<file path="config.mk">
export PLATFORM = sky130hd
export DESIGN_NAME = irq_inject_monitor
export DESIGN_NICKNAME = d
export VERILOG_FILES = /design/src/rtl/iim_pkg.sv /design/src/rtl/iim_cfg_regs.sv /design/src/rtl/iim_prio_sel.sv /design/src/rtl/irq_inject_monitor.sv
export SDC_FILE = /design/constraint.sdc
export NUM_CORES = 1
export LEC_CHECK = 0
export ABC_AREA = 1
export BUFFER_PORTS_ARGS = -buffer_cell sky130_fd_sc_hd__buf_2
export CORE_AREA = 2 2 152 302
export CTS_BUF_LIST = sky130_fd_sc_hd__clkbuf_4 sky130_fd_sc_hd__clkbuf_8 sky130_fd_sc_hd__clkbuf_16
export DETAILED_ROUTE_END_ITERATION = 6
export DIE_AREA = 0 0 154 304
export MAX_ROUTING_LAYER = met4
export SLEW_MARGIN = 20
export SYNTH_ARGS = -nofsm -noshare
export SYNTH_HDL_FRONTEND = slang
export SYNTH_HIERARCHICAL = 1
export SYNTH_SLANG_ARGS = --single-unit
</file>
<file path="constraint.sdc">
create_clock -name clk -period 4.9 [get_ports clk]
set_input_delay 0.245 -clock clk [delete_from_list [all_inputs] [get_ports clk]]
set_output_delay 0.245 -clock clk [all_outputs]
set_load 0.005 [all_outputs]
</file>
<file path="src/rtl/iim_pkg.sv">
// Shared types for the interrupt injection monitor.
// Assumes four sources, indexed by their bit in the line vector.
package iim_pkg;
    localparam int NSRC     = 4;
    localparam int SRC_IRQ  = 0;
    localparam int SRC_FIQ  = 1;
    localparam int SRC_DABT = 2;
    localparam int SRC_PABT = 3;

    localparam logic [3:0] CFG_TARGET = 4'd0;
    localparam logic [3:0] CFG_RETURN = 4'd1;
    localparam logic [3:0] CFG_DELAY  = 4'd2;
    localparam logic [3:0] CFG_LAT    = 4'd3;
    localparam logic [3:0] CFG_MASK   = 4'd4;
    localparam int         CFG_VEC0   = 5;

    typedef enum logic [2:0] {
        ST_IDLE, ST_ARMED, ST_DELAY, ST_ASSERTED,
        ST_WAIT_RET, ST_CHECK_RET, ST_DONE, ST_ERROR
    } iim_state_e;

    typedef enum logic [2:0] {
        ERR_NONE      = 3'd0,
        ERR_NO_MATCH  = 3'd1,
        ERR_WRONG_VEC = 3'd2,
        ERR_LATE_VEC  = 3'd3,
        ERR_WRONG_RET = 3'd4,
        ERR_TIMEOUT   = 3'd5
    } iim_err_e;
endpackage

</file>
<file path="src/rtl/iim_cfg_regs.sv">
// Configuration register file for the monitor.
// One register is written per cycle. A write takes effect from the next cycle.
// Assumes software loads it while no run is in progress.
module iim_cfg_regs
    import iim_pkg::*;
#(
    parameter int AW = 32,
    parameter int DW = 8
) (
    input  logic                     clk,
    input  logic                     rst_n,
    input  logic                     we,
    input  logic [3:0]               addr,
    input  logic [AW-1:0]            wdata,
    output logic [AW-1:0]            target,
    output logic [AW-1:0]            ret_exp,
    output logic [DW-1:0]            delay,
    output logic [DW-1:0]            latency,
    output logic [NSRC-1:0]          mask,
    output logic [NSRC-1:0][AW-1:0]  vec
);
    // Holds the scalar configuration fields.
    always_ff @(posedge clk) begin
        if (!rst_n) begin
            target  <= '0;
            ret_exp <= '0;
            delay   <= '0;
            latency <= '0;
            mask    <= '0;
        end else if (we) begin
            case (addr)
                CFG_TARGET: target  <= wdata;
                CFG_RETURN: ret_exp <= wdata;
                CFG_DELAY:  delay   <= wdata[DW-1:0];
                CFG_LAT:    latency <= wdata[DW-1:0];
                CFG_MASK:   mask    <= wdata[NSRC-1:0];
                default: ;
            endcase
        end
    end

    for (genvar g = 0; g < NSRC; g++) begin : g_vec
        // Holds the handler entry address of source g.
        always_ff @(posedge clk) begin
            if (!rst_n)
                vec[g] <= '0;
            else if (we && addr == 4'(CFG_VEC0 + g))
                vec[g] <= wdata;
        end
    end
endmodule

</file>
<file path="src/rtl/iim_prio_sel.sv">
// Picks the winning source from the mask.
// Priority: data abort, then fast, then normal, then prefetch abort.
// Compares the fetch address against the winner's entry and against all other entries.
// Purely combinational.
module iim_prio_sel
    import iim_pkg::*;
#(
    parameter int AW = 32
) (
    input  logic [NSRC-1:0]          mask,
    input  logic [NSRC-1:0][AW-1:0]  vec,
    input  logic [AW-1:0]            addr,
    output logic [NSRC-1:0]          win,
    output logic [AW-1:0]            exp_vec,
    output logic                     hit_exp,
    output logic                     hit_other
);
    // Fixed-priority choice of one source.
    always_comb begin
        win = '0;
        if (mask[SRC_DABT])      win[SRC_DABT] = 1'b1;
        else if (mask[SRC_FIQ])  win[SRC_FIQ]  = 1'b1;
        else if (mask[SRC_IRQ])  win[SRC_IRQ]  = 1'b1;
        else if (mask[SRC_PABT]) win[SRC_PABT] = 1'b1;
    end

    // Entry address of the winner and the address comparisons.
    always_comb begin
        exp_vec   = '0;
        hit_other = 1'b0;
        for (int i = 0; i < NSRC; i++) begin
            if (win[i]) exp_vec = vec[i];
            if (!win[i] && addr == vec[i]) hit_other = 1'b1;
        end
        hit_exp = (win != '0) && (addr == exp_vec);
    end

    // Sanity of the choice against the mask.
    always_comb begin
        AST_WIN_ONEHOT: assert ($onehot0(win)) else $error("winner not one-hot");
        AST_WIN_IN_MASK: assert ((win & ~mask) == '0) else $error("winner outside mask");
        AST_WIN_PRESENT: assert ((mask == '0) || (win != '0)) else $error("no winner for nonzero mask");
    end
endmodule

</file>
<file path="src/rtl/irq_inject_monitor.sv">
// Interrupt injection and response monitor.
// It watches the core's fetch stream and raises the configured interrupt lines
// a fixed delay after the target fetch. It then checks three things:
// the entry fetch timing, the return fetch after the handler, and the acknowledge.
// Assumes the configuration is stable during a run.
module irq_inject_monitor
    import iim_pkg::*;
#(
    parameter int AW          = 32,
    parameter int DW          = 8,
    parameter int MATCH_LIMIT = 256,
    parameter int RET_LIMIT   = 256,
    parameter int HOLD_LIMIT  = 64
) (
    input  logic          clk,
    input  logic          rst_n,
    input  logic          cfg_we,
    input  logic [3:0]    cfg_addr,
    input  logic [AW-1:0] cfg_wdata,
    input  logic          start,
    input  logic          fetch_valid,
    input  logic [AW-1:0] fetch_addr,
    input  logic          int_ack,
    input  logic          exc_ret,
    output logic [3:0]    int_out,
    output logic          done,
    output logic          pass,
    output logic [2:0]    err_code
);
    localparam int CW = $clog2(MATCH_LIMIT + RET_LIMIT + (1 << DW)) + 1;
    localparam int HW = $clog2(HOLD_LIMIT) + 1;

    logic [AW-1:0]           target, ret_exp, exp_vec;
    logic [DW-1:0]           delay, latency;
    logic [NSRC-1:0]         mask, win, lines;
    logic [NSRC-1:0][AW-1:0] vec;
    logic                    hit_exp, hit_other, line_timeout, enter_assert;
    logic [CW-1:0]           cnt_q, cnt_nxt;
    logic [HW-1:0]           hold_q;
    iim_state_e              st_q, st_nxt;
    iim_err_e                err_q, err_nxt;

    iim_cfg_regs #(.AW(AW), .DW(DW)) u_cfg (
        .clk(clk), .rst_n(rst_n), .we(cfg_we), .addr(cfg_addr), .wdata(cfg_wdata),
        .target(target), .ret_exp(ret_exp), .delay(delay), .latency(latency),
        .mask(mask), .vec(vec)
    );

    iim_prio_sel #(.AW(AW)) u_prio (
        .mask(mask), .vec(vec), .addr(fetch_addr), .win(win),
        .exp_vec(exp_vec), .hit_exp(hit_exp), .hit_other(hit_other)
    );

    assign line_timeout = (lines != '0) && !int_ack && (hold_q == HW'(HOLD_LIMIT - 1));

    // Next state, cycle counter and error code of the run.
    always_comb begin
        st_nxt  = st_q;
        cnt_nxt = cnt_q;
        err_nxt = err_q;
        case (st_q)
            ST_IDLE, ST_DONE, ST_ERROR: begin
                if (start) begin
                    st_nxt  = ST_ARMED;
                    cnt_nxt = '0;
                    err_nxt = ERR_NONE;
                end
            end
            ST_ARMED: begin
                if (fetch_valid && fetch_addr == target) begin
                    st_nxt  = (delay == '0) ? ST_ASSERTED : ST_DELAY;
                    cnt_nxt = (delay == '0) ? '0 : CW'(1);
                end else if (cnt_q == CW'(MATCH_LIMIT - 1)) begin
                    st_nxt  = ST_ERROR;
                    err_nxt = ERR_NO_MATCH;
                end else begin
                    cnt_nxt = cnt_q + 1'b1;
                end
            end
            ST_DELAY: begin
                if (cnt_q == CW'(delay)) begin
                    st_nxt  = ST_ASSERTED;
                    cnt_nxt = '0;
                end else begin
                    cnt_nxt = cnt_q + 1'b1;
                end
            end
            ST_ASSERTED: begin
                if (fetch_valid && hit_exp) begin
                    st_nxt  = ST_WAIT_RET;
                    cnt_nxt = '0;
                end else if (fetch_valid && hit_other) begin
                    st_nxt  = ST_ERROR;
                    err_nxt = ERR_WRONG_VEC;
                end else if (cnt_q == CW'(latency)) begin
                    st_nxt  = ST_ERROR;
                    err_nxt = ERR_LATE_VEC;
                end else begin
                    cnt_nxt = cnt_q + 1'b1;
                end
            end
            ST_WAIT_RET: begin
                if (exc_ret) begin
                    st_nxt = ST_CHECK_RET;
                end else if (cnt_q == CW'(RET_LIMIT - 1)) begin
                    st_nxt  = ST_ERROR;
                    err_nxt = ERR_TIMEOUT;
                end else begin
                    cnt_nxt = cnt_q + 1'b1;
                end
            end
            ST_CHECK_RET: begin
                if (fetch_valid) begin
                    st_nxt  = (fetch_addr == ret_exp) ? ST_DONE : ST_ERROR;
                    err_nxt = (fetch_addr == ret_exp) ? ERR_NONE : ERR_WRONG_RET;
                end
            end
            default: st_nxt = ST_IDLE;
        endcase
        if (line_timeout) begin
            st_nxt  = ST_ERROR;
            err_nxt = ERR_TIMEOUT;
        end
    end

    assign enter_assert = (st_q != ST_ASSERTED) && (st_nxt == ST_ASSERTED);

    // State, counter and error registers.
    always_ff @(posedge clk) begin
        if (!rst_n) begin
            st_q  <= ST_IDLE;
            cnt_q <= '0;
            err_q <= ERR_NONE;
        end else begin
            st_q  <= st_nxt;
            cnt_q <= cnt_nxt;
            err_q <= err_nxt;
        end
    end

    // Interrupt lines: raised on entry to the window, dropped on acknowledge or end of run.
    always_ff @(posedge clk) begin
        if (!rst_n)
            lines <= '0;
        else if (st_nxt == ST_DONE || st_nxt == ST_ERROR)
            lines <= '0;
        else if (enter_assert)
            lines <= mask;
        else if (int_ack)
            lines <= '0;
    end

    // Counts the cycles the lines have been high.
    always_ff @(posedge clk) begin
        if (!rst_n || lines == '0)
            hold_q <= '0;
        else
            hold_q <= hold_q + 1'b1;
    end

    assign int_out  = lines;
    assign done     = (st_q == ST_DONE) || (st_q == ST_ERROR);
    assign pass     = (st_q == ST_DONE);
    assign err_code = err_q;

    AST_QUIET_BEFORE_FIRE: assert property (@(posedge clk) disable iff (!rst_n)
        (st_q == ST_IDLE || st_q == ST_ARMED || st_q == ST_DELAY) |-> (int_out == '0));
    AST_ACK_DROPS: assert property (@(posedge clk) disable iff (!rst_n)
        (int_out != '0 && int_ack) |=> (int_out == '0));
    AST_LINES_HELD: assert property (@(posedge clk) disable iff (!rst_n)
        (int_out != '0 && !int_ack) |=> (int_out == $past(int_out) || done));
    AST_HOLD_BOUND: assert property (@(posedge clk) disable iff (!rst_n)
        (int_out != '0) |-> (hold_q <= HW'(HOLD_LIMIT - 1)));
    AST_PASS_CLEAN: assert property (@(posedge clk) disable iff (!rst_n)
        pass |-> (done && err_code == ERR_NONE));
    AST_FAIL_CODED: assert property (@(posedge clk) disable iff (!rst_n)
        (done && !pass) |-> (err_code != ERR_NONE));
    AST_RESULT_HOLDS: assert property (@(posedge clk) disable iff (!rst_n)
        (done && !start) |=> (done && $stable(err_code)));
endmodule

</file>
# --- Yosys cells after proc, flatten, opt, wreduce, memory -nomap -nowiden ---
# Index checks and enable logic that the tools add are counted.
op_classes:
  n_addsub: 2
  eq_ne: 48
  mux: 54
  bitwise: 1
  reduce_logical: 45
ops:
  columns: ["op", "count"]
  rows:
  - ["$eq 32x32->1", 7]
  - ["$mux 32", 4]
  - ["$mux 11", 8]
  - ["$mux 3", 21]
  - ["$pmux 11 s5", 1]
  - ["$ne 3x3->1 const B", 10]
  - ["$eq 11x8->1", 2]
  - ["$eq 3x3->1 const B", 6]
  - ["$pmux 3 s6", 1]
  - ["$reduce_and 9->1", 2]
  - ["$eq 4x3->1 const B", 4]
  - ["$logic_and 1x1->1", 15]
  - ["$mux 1", 15]
  - ["$pmux 3 s5", 1]
  - ["$ne 2x2->1 const B", 7]
  - ["$add 11x1->11 const B", 1]
  - ["$eq 11x8->1 const B", 1]
  - ["$reduce_and 2->1", 5]
  - ["$reduce_bool 5->1", 2]
  - ["$eq 3x2->1 const B", 3]
  - ["$eq 4x2->1 const B", 2]
  - ["$logic_not 4->1", 2]
  - ["$logic_not 8->1", 1]
  - ["$mux 4", 2]
  - ["18 further kinds", 27]
word_totals:
  regBits: 240
  in_bits: 75
  elab_cells: 165

# --- Logic depth before layout (Yosys ltp) ---
# Gate-level depths: netlist of the first run.
depth:
  depth_word: 17
  mapped_depth: 27
  ltp_nobuf: 26

# --- Modules after synthesis ---
# The synthesis of the first run kept the hierarchy.
by_module_without_submodules:
  columns: ["mod", "n_inst", "cells_each", "area_per_inst_um2", "seq_area_each_um2"]
  rows:
  - ["iim_cfg_regs", 1, 1227, 8344.3, 4244.1]
  - ["iim_prio_sel", 1, 762, 3656.0, 0.0]
  - ["irq_inject_monitor", 1, 625, 3349.5, 560.5]

# --- Worst setup path after synthesis of the first run ---
# No wires, ideal clock.
synth_timing:
  kind: "register -> register"
  start: "reg u_cfg.mask[2]"
  end: "reg lines[2], in the netlist int_out[2]"
  setup_time_ps: 70
  arrival_ps: 2523
  t_required_ps: 4830
  path_slack_ps: 2307
  stages_incl_launch_ff: 26
  path_buffers: 2
  synth_period_minus_slack_ps: 2593
  path_cell_list: "dfxtp_1 > buf_4 > inv_2 > buf_2 > or2_2 > nand2_1 > inv_1 > nand3_1 > nand2_1 > nor2_1 > nand2_1 > nor2_1 > nand3_1 > nor2_1 > nand2_1 > nand2_1 > clkinv_1 > nor2_1 > nand2_1 > inv_1 > nand2_1 > nor2_2 > nand3_2 > nand2_2 > nand3_1 > a21oi_1"
synth_lines:
  columns: ["element", "line_no", "text"]
  rows:
  - ["from (decl)", "iim_cfg_regs.sv:19", "output logic [NSRC-1:0] mask,"]
  - ["from (signal assigned)", "iim_cfg_regs.sv:36", "CFG_MASK: mask <= wdata[NSRC-1:0];"]
  - ["$mux 2", "iim_prio_sel.sv:21", "if (mask[SRC_DABT]) win[SRC_DABT] = 1'b1;"]
  - ["$mux 32 (4 in series)", "iim_prio_sel.sv:32", "if (win[i]) exp_vec = vec[i];"]
  - ["$eq 32x32->1", "iim_prio_sel.sv:35", "hit_exp = (win != '0) && (addr == exp_vec);"]
  - ["$logic_and 1x1->1 *", "iim_prio_sel.sv:35", null]
  - ["named net hit_exp", "irq_inject_monitor.sv:37", "logic hit_exp, hit_other, line_timeout, enter_assert;"]
  - ["$logic_and 1x1->1 *", "irq_inject_monitor.sv:89", "if (fetch_valid && hit_exp) begin"]
  - ["$mux 3 *", "irq_inject_monitor.sv:89", null]
  - ["$pmux 3 s6 *", "irq_inject_monitor.sv:61", "case (st_q)"]
  - ["$mux 3 *", "irq_inject_monitor.sv:120", "if (line_timeout) begin"]
  - ["$eq 3x2->1 / $eq 3x3->1 (equally long branches)", "irq_inject_monitor.sv:126, irq_inject_monitor.sv:145", null]
  - ["$logic_and 1x1->1 / $logic_or 1x1->1 (equally long branches)", "irq_inject_monitor.sv:126, irq_inject_monitor.sv:145", null]
  - ["$mux 4, or another cell as far along", "irq_inject_monitor.sv:147", "else if (enter_assert)"]
  - ["to (signal assigned)", "irq_inject_monitor.sv:148", "lines <= mask;"]
  - ["to (decl)", "irq_inject_monitor.sv:35", "logic [NSRC-1:0] mask, win, lines;"]
# The timed path passes the listed nets; every way through them passes the cells marked *.
# A chain may end at the register's enable or synchronous reset.

# --- Worst setup path after layout of the first run ---
layout_timing:
  start: "reg u_cfg.mask[0]"
  end: "reg cnt_q[10]"
layout_via:
  elab_chain_cells: 12
layout_lines:
  columns: ["element", "line_no", "text"]
  rows:
  - ["$mux 1", "iim_prio_sel.sv:23", "else if (mask[SRC_IRQ]) win[SRC_IRQ] = 1'b1;"]
  - ["$mux 1", "iim_prio_sel.sv:22", "else if (mask[SRC_FIQ]) win[SRC_FIQ] = 1'b1;"]
  - ["$mux 2", "iim_prio_sel.sv:21", null]
  - ["$mux 32 (4 in series)", "iim_prio_sel.sv:32", null]
  - ["$eq 32x32->1", "iim_prio_sel.sv:35", null]
  - ["$logic_and 1x1->1 *", "iim_prio_sel.sv:35", null]
  - ["named net hit_exp", "irq_inject_monitor.sv:37", null]
  - ["$logic_and 1x1->1 *", "irq_inject_monitor.sv:89", null]
  - ["$ne 3x3->1 (no source line) / $mux 11 (equally long branches)", null, null]
  - ["$reduce_and 5->1 (no source line) / $pmux 11 s5 (equally long branches)", null, null]
  - ["to (signal assigned)", "irq_inject_monitor.sv:136", "cnt_q <= cnt_nxt;"]
  - ["to (decl)", "irq_inject_monitor.sv:38", "logic [CW-1:0] cnt_q, cnt_nxt;"]
# Marked as above.

==> impl_metrics.py, run 1 <==
metrics = {
    "drt": {
        "drt-vias-per-instance": 4.84,
        "ant_nets": 0,
        "firstDrtPassIters": 6,
        "vias": 15534,
        "drc": 0,
        "wl_per_cell_um": 16.9,
        "drt_iter0_markers": 1107,
        "wirelength_um": 54100,
    },
    "timing": {
        "hold_violations": 0,
        "hold_ws_ns": 0.0286,
        "slew_headroom": 0.280,
        "period_share": 0.835,
        "worst_clock_skew_ns": 0.0157,
        "finalSetupTns_ns": 0,
        "tightest_slew_ns": 1.08,
        "setup_viol": 0,
        "fmax_ghz": 0.244,
        "rsz0062_at_grt": "no",
        "final_max_slew_viol_count": 0,
        "min_period_ns": 4.09,
    },
    "yosys": {
        "syn-num-nets": 2659,
        "syn_avg_cell_area_um2": 5.90,
        "ys_warn_count": 6,
        "syn_area_mm2": 0.0152,
        "netlist_instances": 2582,
    },
    "clock_network": {
        "cts_tree": "done",
        "cts_made_buffers": 26,
        "clk_pin_slew_ns": 0.06,
        "clockBufferDepth": 3,
        "cts_resized": 0,
        "cts.sinks": 240,
        "clock_latency_ns": 0.56,
        "cts_htree_levels": 1,
        "cts-root-buf": "clkbuf_16",
    },
    "critical_path": {
        "critical_path_class": "reg -> reg",
        "path_delay_family": "simple AND/OR/NAND/NOR gates",
        "worst-path-buf-inv": 2,
        "required_ns": 5.38,
        "critPathLaunchType": "register",
        "crit_top_cell": "nand2_1",
        "slowest_delay_ns": 0.84,
        "arrival_ns": 4.57,
        "crit_path_top_delay_cell": "a21oi_4",
        "end_kind": "register",
        "critPathMaxFanout": 33,
        "path_cells": "nor2_4 -> a21oi_4 -> nand3_1 -> nand3_1 -> nand2_1 -> nor2_1 -> nand2_1 -> nor2_1 -> nand3_1 -> nor2_1 -> nand2_1 -> nand2_1 -> clkinv_1 -> nand2_1 -> nand4_2 -> inv_2 -> nand2_1 -> a211oi_2",
    },
    "job": {
        "cap_violations": 0,
    },
    "grt": {
        "grt_max_degree": 91,
        "grt_pass1_vias": 14261,
        "grt_pass1_wl_um": 83000,
        "grt_usage": 0.234,
        "antenna_found_initial": 0,
        "overflow": 0,
    },
    "place": {
        "io_buffers": 83,
        "dp_hpwl_um": 40400,
        "globalplace.congestion": 0.977,
        "dp.cells": 3132,
        "placed_cell_area_mm2": 0.0159,
    },
    "power": {
        "p_leak_uw": 0.00783,
        "powerDensity_mw_per_mm2": 288,
        "ir_worst_vdd_uv": 258,
    },
    "min_path": {
        "hp-class": "in -> reg",
    },
    "layout": {
        "final_util": 0.385,
        "stdcell_count": 3209,
        "area_delta_synth_final_pct": 13.0,
        "layout.nets": 2706,
        "drive_above_1_share": 0.0827,
        "antennaDiodeCount": 0,
        "stdcell_area_mm2": 0.0172,
    },
    "floorplan": {
        "core_area_mm2": 0.0447,
        "start_util": 0.340,
        "fp.dieH_um": 304,
        "ios": 84,
        "fp.dieArea_mm2": 0.0468,
        "num_rows": 110,
        "dieWidth_um": 154,
    },
    "run_status": {
        "outcome": "finished clean",
    },
}
==> routing by layer <==
metal	global-route usage	vias to the layer above	routed length (um)
li1	-	7993	-
met1	0.306	6991	24100
met2	0.381	475	25200
met3	0.0218	75	2930
met4	0.0741	0	1790
met5	-	-	0
==> registers in the layout, summed over array words and instances, names as in the netlist <==
register       count
hold_q             7
u_cfg/vec        128
err_code           3
st_q               3
cnt_q             11
u_cfg/mask         4
u_cfg/target      32
u_cfg/ret_exp     32
u_cfg/delay        8
int_out            4
u_cfg/latency      8
==> final timing paths <==
| path | from | to | slack [ns] | cells after the start |
|---|---|---|---|---|
| max reg2reg | u_cfg/mask[0] | cnt_q[10] | 0.81 | 18 |
| max | u_cfg/mask[0] | cnt_q[10] | 0.81 | 18 |
| min reg2reg | hold_q[0] | hold_q[0] | 0.45 | 1 |
| min | cfg_wdata[0] | u_cfg/latency[0] | 0.03 | 3 |
==> worst register-to-register path: stages (launching register included) <==
cell and delay, ns:
dfxtp_1 0.48, nor2_4 0.11, a21oi_4 0.84, nand3_1 0.22, nand3_1 0.18, nand2_1 0.06, nor2_1 0.10, nand2_1 0.07
nor2_1 0.12, nand3_1 0.13, nor2_1 0.32, nand2_1 0.16, nand2_1 0.12, clkinv_1 0.10, nand2_1 0.12, nand4_2 0.29
inv_2 0.28, nand2_1 0.10, a211oi_2 0.21
==> metrics by stage <==
| step | total power, uW | setup WS, ns |
|---|---|---|
| after global routing | 5160 | 0.464 |
| after floorplan | 2480 | 2.33 |
| after global placement | 2700 | 1.02 |
| after detailed placement | 2700 | 0.875 |
| final | 4960 | 0.810 |
| after CTS | 5010 | 0.861 |
==> cell type report <==
class	instances	area, um2
fillers	4904	27500
well taps	560	701
multi-input cells	1925	8730
repair buffers	125	810
inverters	311	1170
clock buffers	29	692
clock inverters	19	300
flip-flops and latches	240	4800
==> power breakdown <==
group / switching (uW) / internal, uW
clock network: 884 / 1390
registers: 44.8 / 1990
logic: 437 / 209
total: 1370 / 3590
==> placed cells by master, fill, tap and decap left out, types with 5 or more instances in the layout <==
| master | instances |
|---|---|
| a21oi_1 | 28 |
| buf_2 | 82 |
| buf_4 | 13 |
| bufinv_16 | 7 |
| clkbuf_16 | 26 |
| clkinv_2 | 5 |
| dfxtp_1 | 240 |
| dlygate4sd3_1 | 29 |
| inv_1 | 297 |
| inv_2 | 13 |
| nand2_1 | 864 |
| nand2_2 | 6 |
| nand3_1 | 111 |
| nand3_2 | 7 |
| nand4_1 | 80 |
| nor2_1 | 567 |
| nor2_2 | 7 |
| nor2_4 | 8 |
| nor3_1 | 15 |
| nor4_1 | 7 |
| o211ai_1 | 11 |
| o21ai_0 | 21 |
| o22ai_1 | 34 |
| or2_2 | 21 |
| xnor2_1 | 69 |
| xor2_1 | 37 |
==> what timing repair did <==
item	in CTS	in global routing
buffers inserted	0	0
hold buffers	29	0
hold endpoints to repair	35	0
Power figures use the tool's default switching activity.
==> run 2, diff against run 1 <==
--- a/config.mk
+++ b/config.mk
@@ -5,12 +5,12 @@
 export SDC_FILE = /design/constraint.sdc
 export NUM_CORES = 1
 export LEC_CHECK = 0
-export ABC_AREA = 1
+export ABC_AREA = 0
 export BUFFER_PORTS_ARGS = -buffer_cell sky130_fd_sc_hd__buf_2
-export CORE_AREA = 2 2 152 302
+export CORE_AREA = 2 2 144 286
 export CTS_BUF_LIST = sky130_fd_sc_hd__clkbuf_4 sky130_fd_sc_hd__clkbuf_8 sky130_fd_sc_hd__clkbuf_16
 export DETAILED_ROUTE_END_ITERATION = 6
-export DIE_AREA = 0 0 154 304
+export DIE_AREA = 0 0 146 288
 export MAX_ROUTING_LAYER = met4
 export SLEW_MARGIN = 20
 export SYNTH_ARGS = -nofsm -noshare
==> constraint.sdc (replaced) <==
create_clock -name clk -period 3.7 [get_ports clk]
set_input_delay 0.185 -clock clk [delete_from_list [all_inputs] [get_ports clk]]
set_output_delay 0.185 -clock clk [all_outputs]
set_load 0.005 [all_outputs]
==> impl_metrics.py, run 2 <==
metrics = {
    "run_status": {
        "outcome": "finished, violations left",
        "failed_checks": "negative setup slack",
    },
    "timing": {
        "hold_violations": 0,
        "worst_slack_ns": -0.0747,
        "setup_viol": 5,
        "tightest_slew_ns": 0.980,
        "finalSetupTns_ns": -0.299,
        "slew_headroom": 0.341,
        "worst_clock_skew_ns": 0.00983,
        "hold_ws_ns": 0.0646,
        "final_max_slew_viol_count": 0,
        "min_period_ns": 3.77,
        "rsz0062_at_grt": "yes",
        "period_share": 1.02,
        "fmax_ghz": 0.265,
    },
    "floorplan": {
        "ios": 84,
        "num_rows": 104,
        "dieWidth_um": 146,
        "fp.dieArea_mm2": 0.0420,
        "start_util": 0.339,
        "core_area_mm2": 0.0401,
        "fp.dieH_um": 288,
    },
    "drt": {
        "drt-vias-per-instance": 5.60,
        "wl_per_cell_um": 28.1,
        "ant_nets": 0,
        "drt_iter0_markers": 874,
        "maxUsedRoutingLayer": "met4",
        "firstDrtPassIters": 5,
        "met3_length_um": 2830,
        "vias": 13066,
        "wl_met1_um": 21200,
        "wl_met2_um": 33300,
        "wirelength_um": 65500,
        "drc": 0,
    },
    "clock_network": {
        "cts-root-buf": "clkbuf_16",
        "clock_latency_ns": 0.54,
        "cts_tree": "done",
        "cts_htree_levels": 1,
        "clockBufferDepth": 3,
        "cts_made_buffers": 23,
        "clk_pin_slew_ns": 0.07,
        "cts.sinks": 240,
    },
    "grt": {
        "grt_pass1_vias": 13352,
        "grt_pass1_wl_um": 92200,
        "grt_usage": 0.313,
        "overflow": 0,
        "grt_max_degree": 97,
        "antenna_found_initial": 0,
    },
    "layout": {
        "largest_reg_flops": 128,
        "top_register": "u_cfg/vec",
        "final_common_cell": "nand2_1",
        "antennaDiodeCount": 0,
        "layout.nets": 1864,
        "register_area_mm2": 0.00482,
        "nFillCells": 4085,
        "drive_above_1_share": 0.240,
        "layout_common_cells": "311 x nand2_1, 235 x dfxtp_1, 213 x mux2i_1",
        "stdcell_count": 2333,
        "multi_input_area_mm2": 0.00827,
        "stdcell_area_mm2": 0.0169,
        "top_regs": "u_cfg/vec: 128 flops, u_cfg/ret_exp: 32 flops, u_cfg/target: 32 flops",
        "area_delta_synth_final_pct": 24.2,
    },
    "power": {
        "ir_worst_vdd_uv": 185,
        "p_leak_uw": 0.00698,
        "powerDensity_mw_per_mm2": 348,
    },
    "critical_path": {
        "required_ns": 4.18,
        "rr_startpoint": "u_cfg/vec[85]",
        "end_kind": "register",
        "critPathLaunchType": "register",
        "critical_path_class": "reg -> reg",
        "worst-path-buf-inv": 2,
        "reg2reg_depth": 14,
        "critPathMaxFanout": 4,
        "startpoint": "u_cfg/vec[85]",
        "arrival_ns": 4.26,
        "crit_path_top_delay_cell": "or4_4",
        "slowest_delay_ns": 0.54,
        "path_cells": "xor2_1 -> a221oi_1 -> nand3_4 -> a2111oi_4 -> buf_4 -> nand4b_1 -> or4_4 -> nor4_2 -> buf_4 -> a31oi_2 -> a211o_1 -> or4_4 -> a31o_4 -> a21oi_2",
        "r2r-end": "int_out[2]",
        "rrSetupSlack_ns": -0.07,
        "path_delay_family": "compound AO/OA/AOI/OAI gates",
    },
    "place": {
        "globalplace.congestion": 1.08,
        "io_buffers": 83,
        "place_ws_ns": -0.482,
        "placed_cell_area_mm2": 0.0157,
        "dp_hpwl_um": 50900,
        "dp.cells": 2285,
    },
    "yosys": {
        "syn_avg_cell_area_um2": 8.70,
        "ys_warn_count": 6,
        "syn-num-nets": 1639,
        "syn_area_mm2": 0.0136,
        "netlist_instances": 1562,
    },
    "min_path": {
        "hp-class": "in -> reg",
        "hold-path-endpoint": "u_cfg/vec[86]",
        "min_path_cells": 3,
        "min_from": "cfg_wdata[22]",
    },
    "job": {
        "cap_violations": 0,
    },
}
[run 2: metrics by stage]
stage / power (uW) / utilization
floorplan: 3060 / -
global placement: 3480 / 0.393
detailed placement: 3480 / 0.393
CTS: 5880 / 0.417
global route: 6020 / 0.421
finish: 5880 / 0.421
[run 2: area by class of cell]
cell class / instances / area share
Sequential cell: 240 / 0.285
Tap cell: 530 / 0.0393
Clock inverter: 11 / 0.00519
Inverter: 47 / 0.0106
Multi-Input combinational cell: 1166 / 0.490
Timing Repair Buffer: 309 / 0.131
Clock buffer: 30 / 0.0383
[run 2: timing repair]
| item | 4_1_cts | 5_1_grt |
|---|---|---|
| buffers inserted | 4 | 2 |
| hold buffers | 1 | 0 |
| endpoints found under the hold margin | 2 | 0 |
| endpoints found under the setup margin | 20 | 20 |
| pin swaps | 17 | 10 |
| resized for setup | 54 | 31 |
[run 2: worst max path at each step]
| stage | slack (ns) | end | cells past startpoint |
|---|---|---|---|
| floorplan | 0.02 | int_out[0] | 14 |
| global placement | -0.36 | int_out[2] | 18 |
| detailed placement | -0.48 | int_out[2] | 17 |
| CTS | -0.04 | int_out[0] | 16 |
| global route | -0.22 | int_out[3] | 14 |
| finish | -0.07 | int_out[2] | 14 |
[run 2: routing by layer]
metal | up-vias | GRT usage
met1 | 6344 | 0.281
met3 | 268 | 0.0352
li1 | 5928 | -
met2 | 526 | 0.559
met5 | - | -
met4 | 0 | 0.308
[run 2: power breakdown]
group / internal (uW) / switching, uW
Combinational: 287 / 535
Sequential: 2610 / 35.2
Clock: 1310 / 1100
Total: 4210 / 1670
[run 2: tightest hold or removal path, stage by stage]
cell     delay (ns)
buf_2          0.07
nand2_1        0.14
mux2i_1        0.16
